[src/rtl/trap_ret_pkg.sv]
package trap_ret_pkg;
    localparam logic [1:0] PRIV_U = 2'd0;
    localparam logic [1:0] PRIV_S = 2'd1;
    localparam logic [1:0] PRIV_M = 2'd3;

    localparam int CAUSE_W = 5;
    localparam logic [CAUSE_W-1:0] CAUSE_MISALIGN = 5'd0;
    localparam logic [CAUSE_W-1:0] CAUSE_ILLEGAL  = 5'd2;
    localparam logic [CAUSE_W-1:0] CAUSE_VIRT     = 5'd22;

    localparam int ST_W    = 9;
    localparam int ST_SIE  = 0;
    localparam int ST_MIE  = 1;
    localparam int ST_SPIE = 2;
    localparam int ST_MPIE = 3;
    localparam int ST_SPP  = 4;
    localparam int ST_MPP0 = 5;
    localparam int ST_MPP1 = 6;
    localparam int ST_MPV  = 7;
    localparam int ST_TSR  = 8;

    localparam int HS_W    = 2;
    localparam int HS_SPV  = 0;
    localparam int HS_VTSR = 1;

    typedef enum logic [1:0] {
        S_IDLE   = 2'd0,
        S_COMMIT = 2'd1,
        S_TRAP   = 2'd2
    } ret_state_e;
endpackage

[src/rtl/trap_ret_check.sv]
module trap_ret_check
    import trap_ret_pkg::*;
#(
    parameter int XLEN      = 32,
    parameter int PMP_CNT_W = 4
) (
    input  logic                 is_mret,
    input  logic [1:0]           cur_priv,
    input  logic                 cur_virt,
    input  logic                 has_c,
    input  logic                 has_h,
    input  logic                 has_pmp,
    input  logic [PMP_CNT_W-1:0] pmp_rules,
    input  logic [ST_W-1:0]      status_in,
    input  logic [HS_W-1:0]      hstat_in,
    input  logic [XLEN-1:0]      ret_pc,
    output logic                 fault,
    output logic [CAUSE_W-1:0]   cause
);
    logic bad_priv, bad_align, bad_third, bad_virt;
    logic [1:0] old_mpp;

    always_comb begin
        old_mpp   = {status_in[ST_MPP1], status_in[ST_MPP0]};
        bad_priv  = is_mret ? (cur_priv != PRIV_M) : (cur_priv == PRIV_U);
        bad_align = !has_c && (ret_pc[1:0] != 2'b00);
        if (is_mret) begin
            bad_third = has_pmp && (pmp_rules == '0) && (old_mpp != PRIV_M);
            bad_virt  = 1'b0;
        end else begin
            bad_third = status_in[ST_TSR] && (cur_priv != PRIV_M);
            bad_virt  = has_h && cur_virt && hstat_in[HS_VTSR];
        end

        fault = 1'b1;
        cause = CAUSE_ILLEGAL;
        if (bad_priv) begin
            cause = CAUSE_ILLEGAL;
        end else if (bad_align) begin
            cause = CAUSE_MISALIGN;
        end else if (bad_third) begin
            cause = CAUSE_ILLEGAL;
        end else if (bad_virt) begin
            cause = CAUSE_VIRT;
        end else begin
            fault = 1'b0;
        end
    end
endmodule

[src/rtl/trap_ret_next.sv]
module trap_ret_next
    import trap_ret_pkg::*;
(
    input  logic            is_mret,
    input  logic            cur_virt,
    input  logic            has_h,
    input  logic [ST_W-1:0] status_in,
    input  logic [HS_W-1:0] hstat_in,
    output logic [ST_W-1:0] status_nx,
    output logic [HS_W-1:0] hstat_nx,
    output logic [1:0]      priv_nx,
    output logic            virt_nx,
    output logic            swap_nx
);
    always_comb begin
        status_nx = status_in;
        hstat_nx  = hstat_in;
        virt_nx   = cur_virt;
        swap_nx   = 1'b0;
        if (is_mret) begin
            priv_nx              = {status_in[ST_MPP1], status_in[ST_MPP0]};
            status_nx[ST_MIE]    = status_in[ST_MPIE];
            status_nx[ST_MPIE]   = 1'b1;
            status_nx[ST_MPP0]   = 1'b0;
            status_nx[ST_MPP1]   = 1'b0;
            status_nx[ST_MPV]    = 1'b0;
            if (has_h) begin
                virt_nx = status_in[ST_MPV];
                swap_nx = status_in[ST_MPV];
            end
        end else begin
            priv_nx              = status_in[ST_SPP] ? PRIV_S : PRIV_U;
            status_nx[ST_SIE]    = status_in[ST_SPIE];
            status_nx[ST_SPIE]   = 1'b1;
            status_nx[ST_SPP]    = 1'b0;
            if (has_h && !cur_virt) begin
                virt_nx          = hstat_in[HS_SPV];
                swap_nx          = hstat_in[HS_SPV];
                hstat_nx[HS_SPV] = 1'b0;
            end
        end
    end
endmodule

[src/rtl/trap_ret_unit.sv]
module trap_ret_unit
    import trap_ret_pkg::*;
#(
    parameter int XLEN      = 32,
    parameter int PMP_CNT_W = 4
) (
    input  logic                 clk,
    input  logic                 rst_n,
    input  logic                 req_valid,
    input  logic                 req_mret,
    input  logic [1:0]           cur_priv,
    input  logic                 cur_virt,
    input  logic                 has_c,
    input  logic                 has_h,
    input  logic                 has_pmp,
    input  logic [PMP_CNT_W-1:0] pmp_rules,
    input  logic [8:0]           status_in,
    input  logic [1:0]           hstat_in,
    input  logic [XLEN-1:0]      sepc,
    input  logic [XLEN-1:0]      mepc,
    output logic                 done,
    output logic                 exc_valid,
    output logic [4:0]           exc_cause,
    output logic [8:0]           status_out,
    output logic [1:0]           hstat_out,
    output logic [1:0]           new_priv,
    output logic                 new_virt,
    output logic [XLEN-1:0]      redirect_pc,
    output logic                 swap_pulse
);
    ret_state_e state, state_nx;

    logic                idle;
    logic [XLEN-1:0]     ret_pc;
    logic                chk_fault;
    logic [CAUSE_W-1:0]  chk_cause;
    logic [ST_W-1:0]     st_nx;
    logic [HS_W-1:0]     hs_nx;
    logic [1:0]          pr_nx;
    logic                vt_nx;
    logic                sw_nx;

    logic [ST_W-1:0]     r_status;
    logic [HS_W-1:0]     r_hstat;
    logic [1:0]          r_priv;
    logic                r_virt;
    logic [XLEN-1:0]     r_pc;
    logic [CAUSE_W-1:0]  r_cause;
    logic                r_swap;

    assign idle   = (state == S_IDLE);
    assign ret_pc = req_mret ? mepc : sepc;

    trap_ret_check #(.XLEN(XLEN), .PMP_CNT_W(PMP_CNT_W)) u_check (
        .is_mret   (req_mret),
        .cur_priv  (cur_priv),
        .cur_virt  (cur_virt),
        .has_c     (has_c),
        .has_h     (has_h),
        .has_pmp   (has_pmp),
        .pmp_rules (pmp_rules),
        .status_in (status_in),
        .hstat_in  (hstat_in),
        .ret_pc    (ret_pc),
        .fault     (chk_fault),
        .cause     (chk_cause)
    );

    trap_ret_next u_next (
        .is_mret   (req_mret),
        .cur_virt  (cur_virt),
        .has_h     (has_h),
        .status_in (status_in),
        .hstat_in  (hstat_in),
        .status_nx (st_nx),
        .hstat_nx  (hs_nx),
        .priv_nx   (pr_nx),
        .virt_nx   (vt_nx),
        .swap_nx   (sw_nx)
    );

    always_comb begin
        state_nx = state;
        unique case (state)
            S_IDLE: begin
                if (req_valid) begin
                    state_nx = chk_fault ? S_TRAP : S_COMMIT;
                end
            end
            S_COMMIT: state_nx = S_IDLE;
            S_TRAP:   state_nx = S_IDLE;
            default:  state_nx = S_IDLE;
        endcase
    end

    always_ff @(posedge clk or negedge rst_n) begin
        if (!rst_n) begin
            state <= S_IDLE;
        end else begin
            state <= state_nx;
        end
    end

    always_ff @(posedge clk or negedge rst_n) begin
        if (!rst_n) begin
            r_status <= '0;
            r_hstat  <= '0;
            r_priv   <= PRIV_M;
            r_virt   <= 1'b0;
            r_pc     <= '0;
            r_cause  <= '0;
            r_swap   <= 1'b0;
        end else if (idle && req_valid) begin
            if (chk_fault) begin
                r_cause <= chk_cause;
            end else begin
                r_status <= st_nx;
                r_hstat  <= hs_nx;
                r_priv   <= pr_nx;
                r_virt   <= vt_nx;
                r_pc     <= ret_pc;
                r_swap   <= sw_nx;
            end
        end
    end

    always_comb begin
        done        = 1'b0;
        exc_valid   = 1'b0;
        swap_pulse  = 1'b0;
        unique case (state)
            S_IDLE:   ;
            S_COMMIT: begin
                done       = 1'b1;
                swap_pulse = r_swap;
            end
            S_TRAP:   exc_valid = 1'b1;
            default:  ;
        endcase
        exc_cause   = r_cause;
        status_out  = r_status;
        hstat_out   = r_hstat;
        new_priv    = r_priv;
        new_virt    = r_virt;
        redirect_pc = r_pc;
    end
endmodule

[config.mk]
export PLATFORM = sky130hd
export DESIGN_NAME = trap_ret_unit
export DESIGN_NICKNAME = d
export VERILOG_FILES = /design/src/rtl/trap_ret_pkg.sv /design/src/rtl/trap_ret_check.sv /design/src/rtl/trap_ret_next.sv /design/src/rtl/trap_ret_unit.sv
export SDC_FILE = /design/constraint.sdc
export NUM_CORES = 1
export LEC_CHECK = 0
export ABC_AREA = 1
export BUFFER_PORTS_ARGS = -buffer_cell sky130_fd_sc_hd__buf_4
export CELL_PAD_IN_SITES_DETAIL_PLACEMENT = 1
export CELL_PAD_IN_SITES_GLOBAL_PLACEMENT = 1
export CORE_MARGIN = 3
export CORE_UTILIZATION = 34
export DETAILED_ROUTE_END_ITERATION = 10
export GPL_ROUTABILITY_DRIVEN = 1
export HOLD_SLACK_MARGIN = 0.03
export PLACE_DENSITY_LB_ADDON = 0.1
export SYNTH_ARGS = -nofsm -noshare
export SYNTH_HDL_FRONTEND = slang
export SYNTH_SLANG_ARGS = --single-unit
[constraint.sdc]
create_clock -name clk -period 2.4 [get_ports clk]
set_input_delay 0.36 -clock clk [delete_from_list [all_inputs] [get_ports clk]]
set_output_delay 0.36 -clock clk [all_outputs]
set_load 0.02 [all_outputs]
==> results.json, run 1 <==
{
  "outcome": "finished clean",
  "critPathKind": "input port to register",
  "maxSlewViolCount": 0,
  "post_drt_via_cell_ratio": 4.89,
  "grt_max_degree": 52,
  "startpoint": "req_mret",
  "grt_pass1_wl_um": 15800,
  "hold_viol": 0,
  "critPathSlowestCell": "buf_4",
  "path_clk_slew_ps": 100,
  "grt_pass1_vias": 3278,
  "path_depth": 9,
  "htreeDepth": 2,
  "rows": 33,
  "finalSetupViolCount": 0,
  "synth_edf_count": 0,
  "dp_hpwl_um": 7150,
  "drc": 0,
  "routed_wirelength_um": 9500,
  "yosysWarnings": 0,
  "crit_path_frequent_cell": "nand2_1",
  "hold_class": "input port to async pin",
  "syn-instance-count": 413,
  "synth_top_area_cell": "dfrtp_1",
  "netlist.area_leader.share": 0.422,
  "avgSynthCellArea_um2": 7.03,
  "overflow": 0,
  "regToRegEndpoint": "status_out[1]$_DFFE_PN0P_",
  "layout.nets": 628,
  "syn_area_um2": 2910,
  "cp-start-kind": "input port",
  "crit_fanout": 33,
  "synth-seq-area-share": 0.440,
  "grt_use_total": 0.196,
  "powerDensity_nw_per_um2": 747,
  "first_pass_iters": 4,
  "finalCritPeriodShare": 0.706,
  "core_area_um2": 8260,
  "timing.rr.start": "state[1]$_DFFE_PN0P_",
  "clock-sinks": 51,
  "ys_seq_elements": 51,
  "cts_root_buf": "clkbuf_8",
  "rrSetupSlack_ps": 880,
  "dr_total_vias": 3155,
  "post_cts_buffers": 0,
  "postRouteAntennaNets": 0,
  "die_w_um": 98.4,
  "fin_tns_setup_ps": 0,
  "postCtsHoldBufs": 0,
  "grt_antenna_before_repair": 0,
  "cts_resized": 0,
  "stdcell_count": 645,
  "io_pins": 143,
  "clockBufferDepth": 2,
  "die_area_um2": 9690,
  "placement.io_buffers": 140,
  "initial_core_util": 0.352,
  "max_clock_freq_ghz": 0.591,
  "cts_tree": "built",
  "async_flop_share": 1.00,
  "clkLatencyLatePin_ps": 300,
  "rsz0062_at_grt": "no",
  "drv_cap": 0,
  "crit_end": "r_swap$_DFFE_PN0P_",
  "drive_gt1_frac": 0.319,
  "ys.flop_type": "dfrtp_1",
  "diodes": 0,
  "drt_iter0_drc": 92,
  "synth_cell_types": 27,
  "dp.cells": 637,
  "ff2ff_path_depth": 7,
  "wl_per_cell_um": 14.7,
  "max_stage_delay_ps": 340,
  "die_h_um": 98.4,
  "min_period_ps": 1690,
  "end_kind": "register",
  "critPathArrivalTime_ps": 1940,
  "critPathBufInv": 4,
  "cpLargestDelayFamily": "buffers and inverters",
  "worst_pin_slew_ps": 662,
  "path_cells": "buf_4 -> inv_4 -> nand2_1 -> nor2_2 -> inv_2 -> nand4_2 -> buf_4 -> nand2_1 -> nand2_1",
  "place.gp.congestion": 0.779,
  "yosys-top-cells-area": "dfrtp_1 (42%), nand2_1 (28%), nand4_1 (10%), inv_1 (3.5%), buf_6 (2.7%)",
  "final_util": 0.491,
  "leakage_nw": 2.41,
  "cts_made_buffers": 5,
  "skew_ps": 7.50,
  "area_growth_pct": 39.6,
  "hold_slack_ps": 67.6,
  "ir_worst_vdd_v": 0.000317,
  "slew_headroom": 0.559,
  "required_ps": 2650
}
kinds of logic (layout without fill, tap and decap cells):
group,after synthesis,in the layout,synth area share
simple gates,291,291,0.434
other cells,1,2,0.00129
compound gates,7,7,0.0142
buf+inv,63,189,0.111
flops,51,51,0.440
worst min path at each step:
stage	from	endpoint	slack [ps]
after detailed placement	rst_n	status_out[0]$_DFFE_PN0P_	440
after global placement	rst_n	status_out[2]$_DFFE_PN0P_	450
after floorplan	rst_n	exc_cause[1]$_DFFE_PN0P_	60
after global routing	rst_n	status_out[0]$_DFFE_PN0P_	120
final	rst_n	status_out[0]$_DFFE_PN0P_	70
after CTS	rst_n	status_out[0]$_DFFE_PN0P_	100
sequential cells by signal (all words and copies together), names as in the netlist:
register / flops
redirect_pc: 32
status_out: 9
exc_cause: 2
hstat_out: 2
new_priv: 2
state: 2
new_virt: 1
r_swap: 1
per-stage QoR:
step	setup WS, ps	area [um^2]	total power, W
after detailed placement	382	3970	0.00258
final	707	4060	0.00303
after global routing	541	4060	0.00324
after CTS	699	4060	0.00307
after floorplan	901	2910	0.00193
after global placement	473	3970	0.00254
cell usage after synthesis (2+ instances only):
| cell | number |
|---|---|
| buf_2 | 12 |
| buf_4 | 4 |
| buf_6 | 7 |
| clkbuf_1 | 9 |
| dfrtp_1 | 49 |
| dfstp_2 | 2 |
| inv_1 | 27 |
| inv_2 | 3 |
| nand2_1 | 218 |
| nand2_2 | 2 |
| nand3_1 | 4 |
| nand4_1 | 48 |
| nor2_1 | 12 |
| o21ai_0 | 3 |
area by class of cell:
type	count	area (um^2)
fill	1113	4200
multi-input combinational	300	1320
sequential	51	1280
timing repair buffer	150	1130
tap	105	131
inverter	31	119
clock buffer	6	72.6
clock inverter	2	12.5
per-layer routing:
layer / global-route usage / vias to the layer above / wire length (um)
met5: 0 / - / 0
met4: 0.0567 / 0 / 168
met3: 0.0418 / 13 / 623
met2: 0.345 / 90 / 4880
met1: 0.242 / 1510 / 3820
li1: - / 1542 / -
cells in the final DEF (no fill, tap or decap), types with 2 or more instances in the layout:
cell type and n:
buf_4 150, clkbuf_8 5, conb_1 2, dfrtp_1 49, dfstp_2 2, inv_1 27
inv_2 3, nand2_1 218, nand2_2 2, nand3_1 4, nand4_1 48, nor2_1 12
o21ai_0 3
report_power, final:
| part | leakage [nW] | switching (W) | internal, W | total [W] |
|---|---|---|---|---|
| logic | 1.73 | 0.000737 | 0.000551 | 0.00129 |
| clock network | 0.0412 | 0.000285 | 0.000205 | 0.000490 |
| registers | 0.644 | 0.000144 | 0.00111 | 0.00125 |
Note: power is estimated with default switching activity, not from simulation.
==> inputs of run 2 (changes only) <==
ABC_AREA = 0   (was 1)
CORE_UTILIZATION = 30   (was 34)
clock period = 1.39 ns   (was 2.4 ns; I/O delays follow)
==> results.json, run 2 <==
{
  "wl_met1_um": 3080,
  "clock-sinks": 51,
  "synth-seq-area-share": 0.489,
  "startpoint": "state[0]$_DFFE_PN0P_",
  "core_area_um2": 8340,
  "maxSlewViolCount": 0,
  "worstHoldStart": "status_in[8]",
  "clkLatencyLatePin_ps": 300,
  "leakage_nw": 2.04,
  "layout.nets": 448,
  "overflow": 0,
  "dr_wl_met2_um": 3960,
  "syn-instance-count": 193,
  "critPathKind": "register to register",
  "skew_ps": 8.28,
  "dr_wl_met3_um": 458,
  "grt_use_total": 0.151,
  "grt_pass1_vias": 2386,
  "largest_reg_flops": 32,
  "htreeDepth": 2,
  "place.gp.congestion": 0.679,
  "syn_area_um2": 2620,
  "final_cell_mix": "buf_4 (161), mux2_2 (50), dfrtp_1 (49), mux2_4 (27), buf_12 (6)",
  "area_growth_pct": 60.9,
  "initial_core_util": 0.314,
  "pre_cts_slack_ps": -616,
  "finalSetupViolCount": 51,
  "rsz0062_at_grt": "yes",
  "first_pass_iters": 4,
  "die_w_um": 99.4,
  "synth_edf_count": 0,
  "avgSynthCellArea_um2": 13.5,
  "end_kind": "register",
  "hold_class": "input port to register",
  "ys_seq_elements": 51,
  "ys.flop_type": "dfrtp_1",
  "die_area_um2": 9870,
  "cp-start-kind": "register",
  "outcome": "complete, but fails checks",
  "top_layer_used": "met4",
  "hold_viol": 0,
  "dr_total_vias": 2183,
  "rows": 33,
  "finalCritPeriodShare": 1.41,
  "min_period_ps": 1960,
  "grt_max_degree": 27,
  "timing.rr.start": "state[0]$_DFFE_PN0P_",
  "violations": "setup timing",
  "setup_slack_ps": -570,
  "die_h_um": 99.4,
  "drv_cap": 0,
  "crit_fanout": 5,
  "final_util": 0.504,
  "yosysMostFrequentCell": "mux2_2",
  "ir_worst_vdd_v": 0.000549,
  "cts_made_buffers": 5,
  "clockBufferDepth": 2,
  "yosysWarnings": 0,
  "powerDensity_nw_per_um2": 1430,
  "async_flop_share": 1.00,
  "synth_commonest_cells": "mux2_2 (63), dfrtp_1 (49), mux2_4 (14), clkbuf_1 (6)",
  "io_pins": 143,
  "rrSetupSlack_ps": -570,
  "wl_per_cell_um": 16.2,
  "grt_pass1_wl_um": 12000,
  "diodes": 0,
  "netlist.area_leader.share": 0.469,
  "postRouteAntennaNets": 0,
  "drive_gt1_frac": 0.739,
  "synth_top_area_cell": "dfrtp_1",
  "placement.io_buffers": 140,
  "routed_wirelength_um": 7550,
  "cts_tree": "built",
  "max_clock_freq_ghz": 0.510,
  "dp_hpwl_um": 5810,
  "drt_iter0_drc": 22,
  "path_clk_slew_ps": 90,
  "post_drt_via_cell_ratio": 4.69,
  "drc": 0,
  "mostFrequentLayoutCell": "buf_4",
  "cts_root_buf": "clkbuf_8",
  "critPathArrivalTime_ps": 2150,
  "grt_antenna_before_repair": 0,
  "yosys-top-cells-area": "dfrtp_1 (47%), mux2_2 (27%), mux2_4 (8.0%), dfstp_2 (2.0%), mux2i_1 (1.5%)",
  "required_ps": 1580,
  "synth_cell_types": 32
}
==> run 2: changes by cell type in the layout (fill, tap and decap cells not counted), sizes merged, moves of 3 or more <==
cell,previous run,this run
and2,0,3
buf,150,171
inv,31,5
mux2,0,77
mux2i,0,4
nand2,221,5
nand2b,0,3
nand3,5,2
nand4,49,0
nor2,14,3
nor2b,0,5
o21ai,4,1
==> run 2: logic make-up after synthesis <==
| family | Yosys count | synth area share |
|---|---|---|
| multiplexers | 81 | 0.367 |
| AND/OR/NAND/NOR | 28 | 0.0632 |
| AO/OA/AOI/OAI | 13 | 0.0383 |
| other | 1 | 0.00143 |
| flip-flops | 51 | 0.489 |
| buffers and inverters | 19 | 0.0411 |
==> run 2: through the flow <==
stage          TNS, ps  power (W)  hold slack [ps]  instances  instance area, um^2
6_report        -25910    0.00602              153        465                 4210
3_5_place_dp    -28560    0.00510              145        447                 3920
3_3_place_gp    -27200    0.00503              143        447                 3920
5_1_grt         -28270    0.00638              150        465                 4210
2_1_floorplan   -22660    0.00374            -87.1        194                 2640
4_1_cts         -26120    0.00608              146        463                 4180
==> run 2: final cells by class <==
type	instances	area (um^2)
fill	905	4130
timing repair buffer	172	1380
multi-input combinational	124	1310
sequential	51	1280
tap	105	131
clock buffer	7	76.3
inverter	5	18.8
clock inverter	1	5.00
==> run 2: power by group <==
part           switching, W  leakage [nW]  internal, W  total (W)
clock              0.000490        0.0422     0.000355   0.000845
combinational       0.00129          1.39      0.00156    0.00284
sequential         0.000305         0.609      0.00202    0.00233
total               0.00208          2.04      0.00393    0.00602
==> run 2: repair_timing <==
action | CTS | global route
cloned | 0 | 0
pin swaps | 4 | 3
hold endpoints to repair | 23 | 0
buffers inserted | 7 | 2
resized for setup | 21 | 4
hold buffers | 1 | 0
endpoints found under the setup margin | 52 | 52
==> run 2: per-layer routing <==
layer	vias to the layer above	global-route usage
met4	0	0.0315
met2	73	0.268
met5	-	0
met3	7	0.0372
li1	1008	-
met1	1095	0.185
==> run 2: critical path, cell delays in order (launching register included) <==
cell and delay, ps:
dfrtp_1 390, or3b_4 400, o21ba_4 230, and4_4 280, buf_12 140, buf_4 120
mux2_4 290
==> run 2: path summary, 6_finish.rpt <==
| path | end | depth (start not counted) |
|---|---|---|
| setup / recovery | status_out[0]$_DFFE_PN0P_ | 6 |
| hold / removal | status_out[8]$_DFFE_PN0P_ | 2 |
| setup reg to reg | status_out[0]$_DFFE_PN0P_ | 6 |
| hold reg to reg | new_priv[1]$_DFFE_PN1P_ | 2 |
| max in group asynchronous | redirect_pc[10]$_DFFE_PN0P_ | 3 |
| min in group asynchronous | redirect_pc[8]$_DFFE_PN0P_ | 2 |
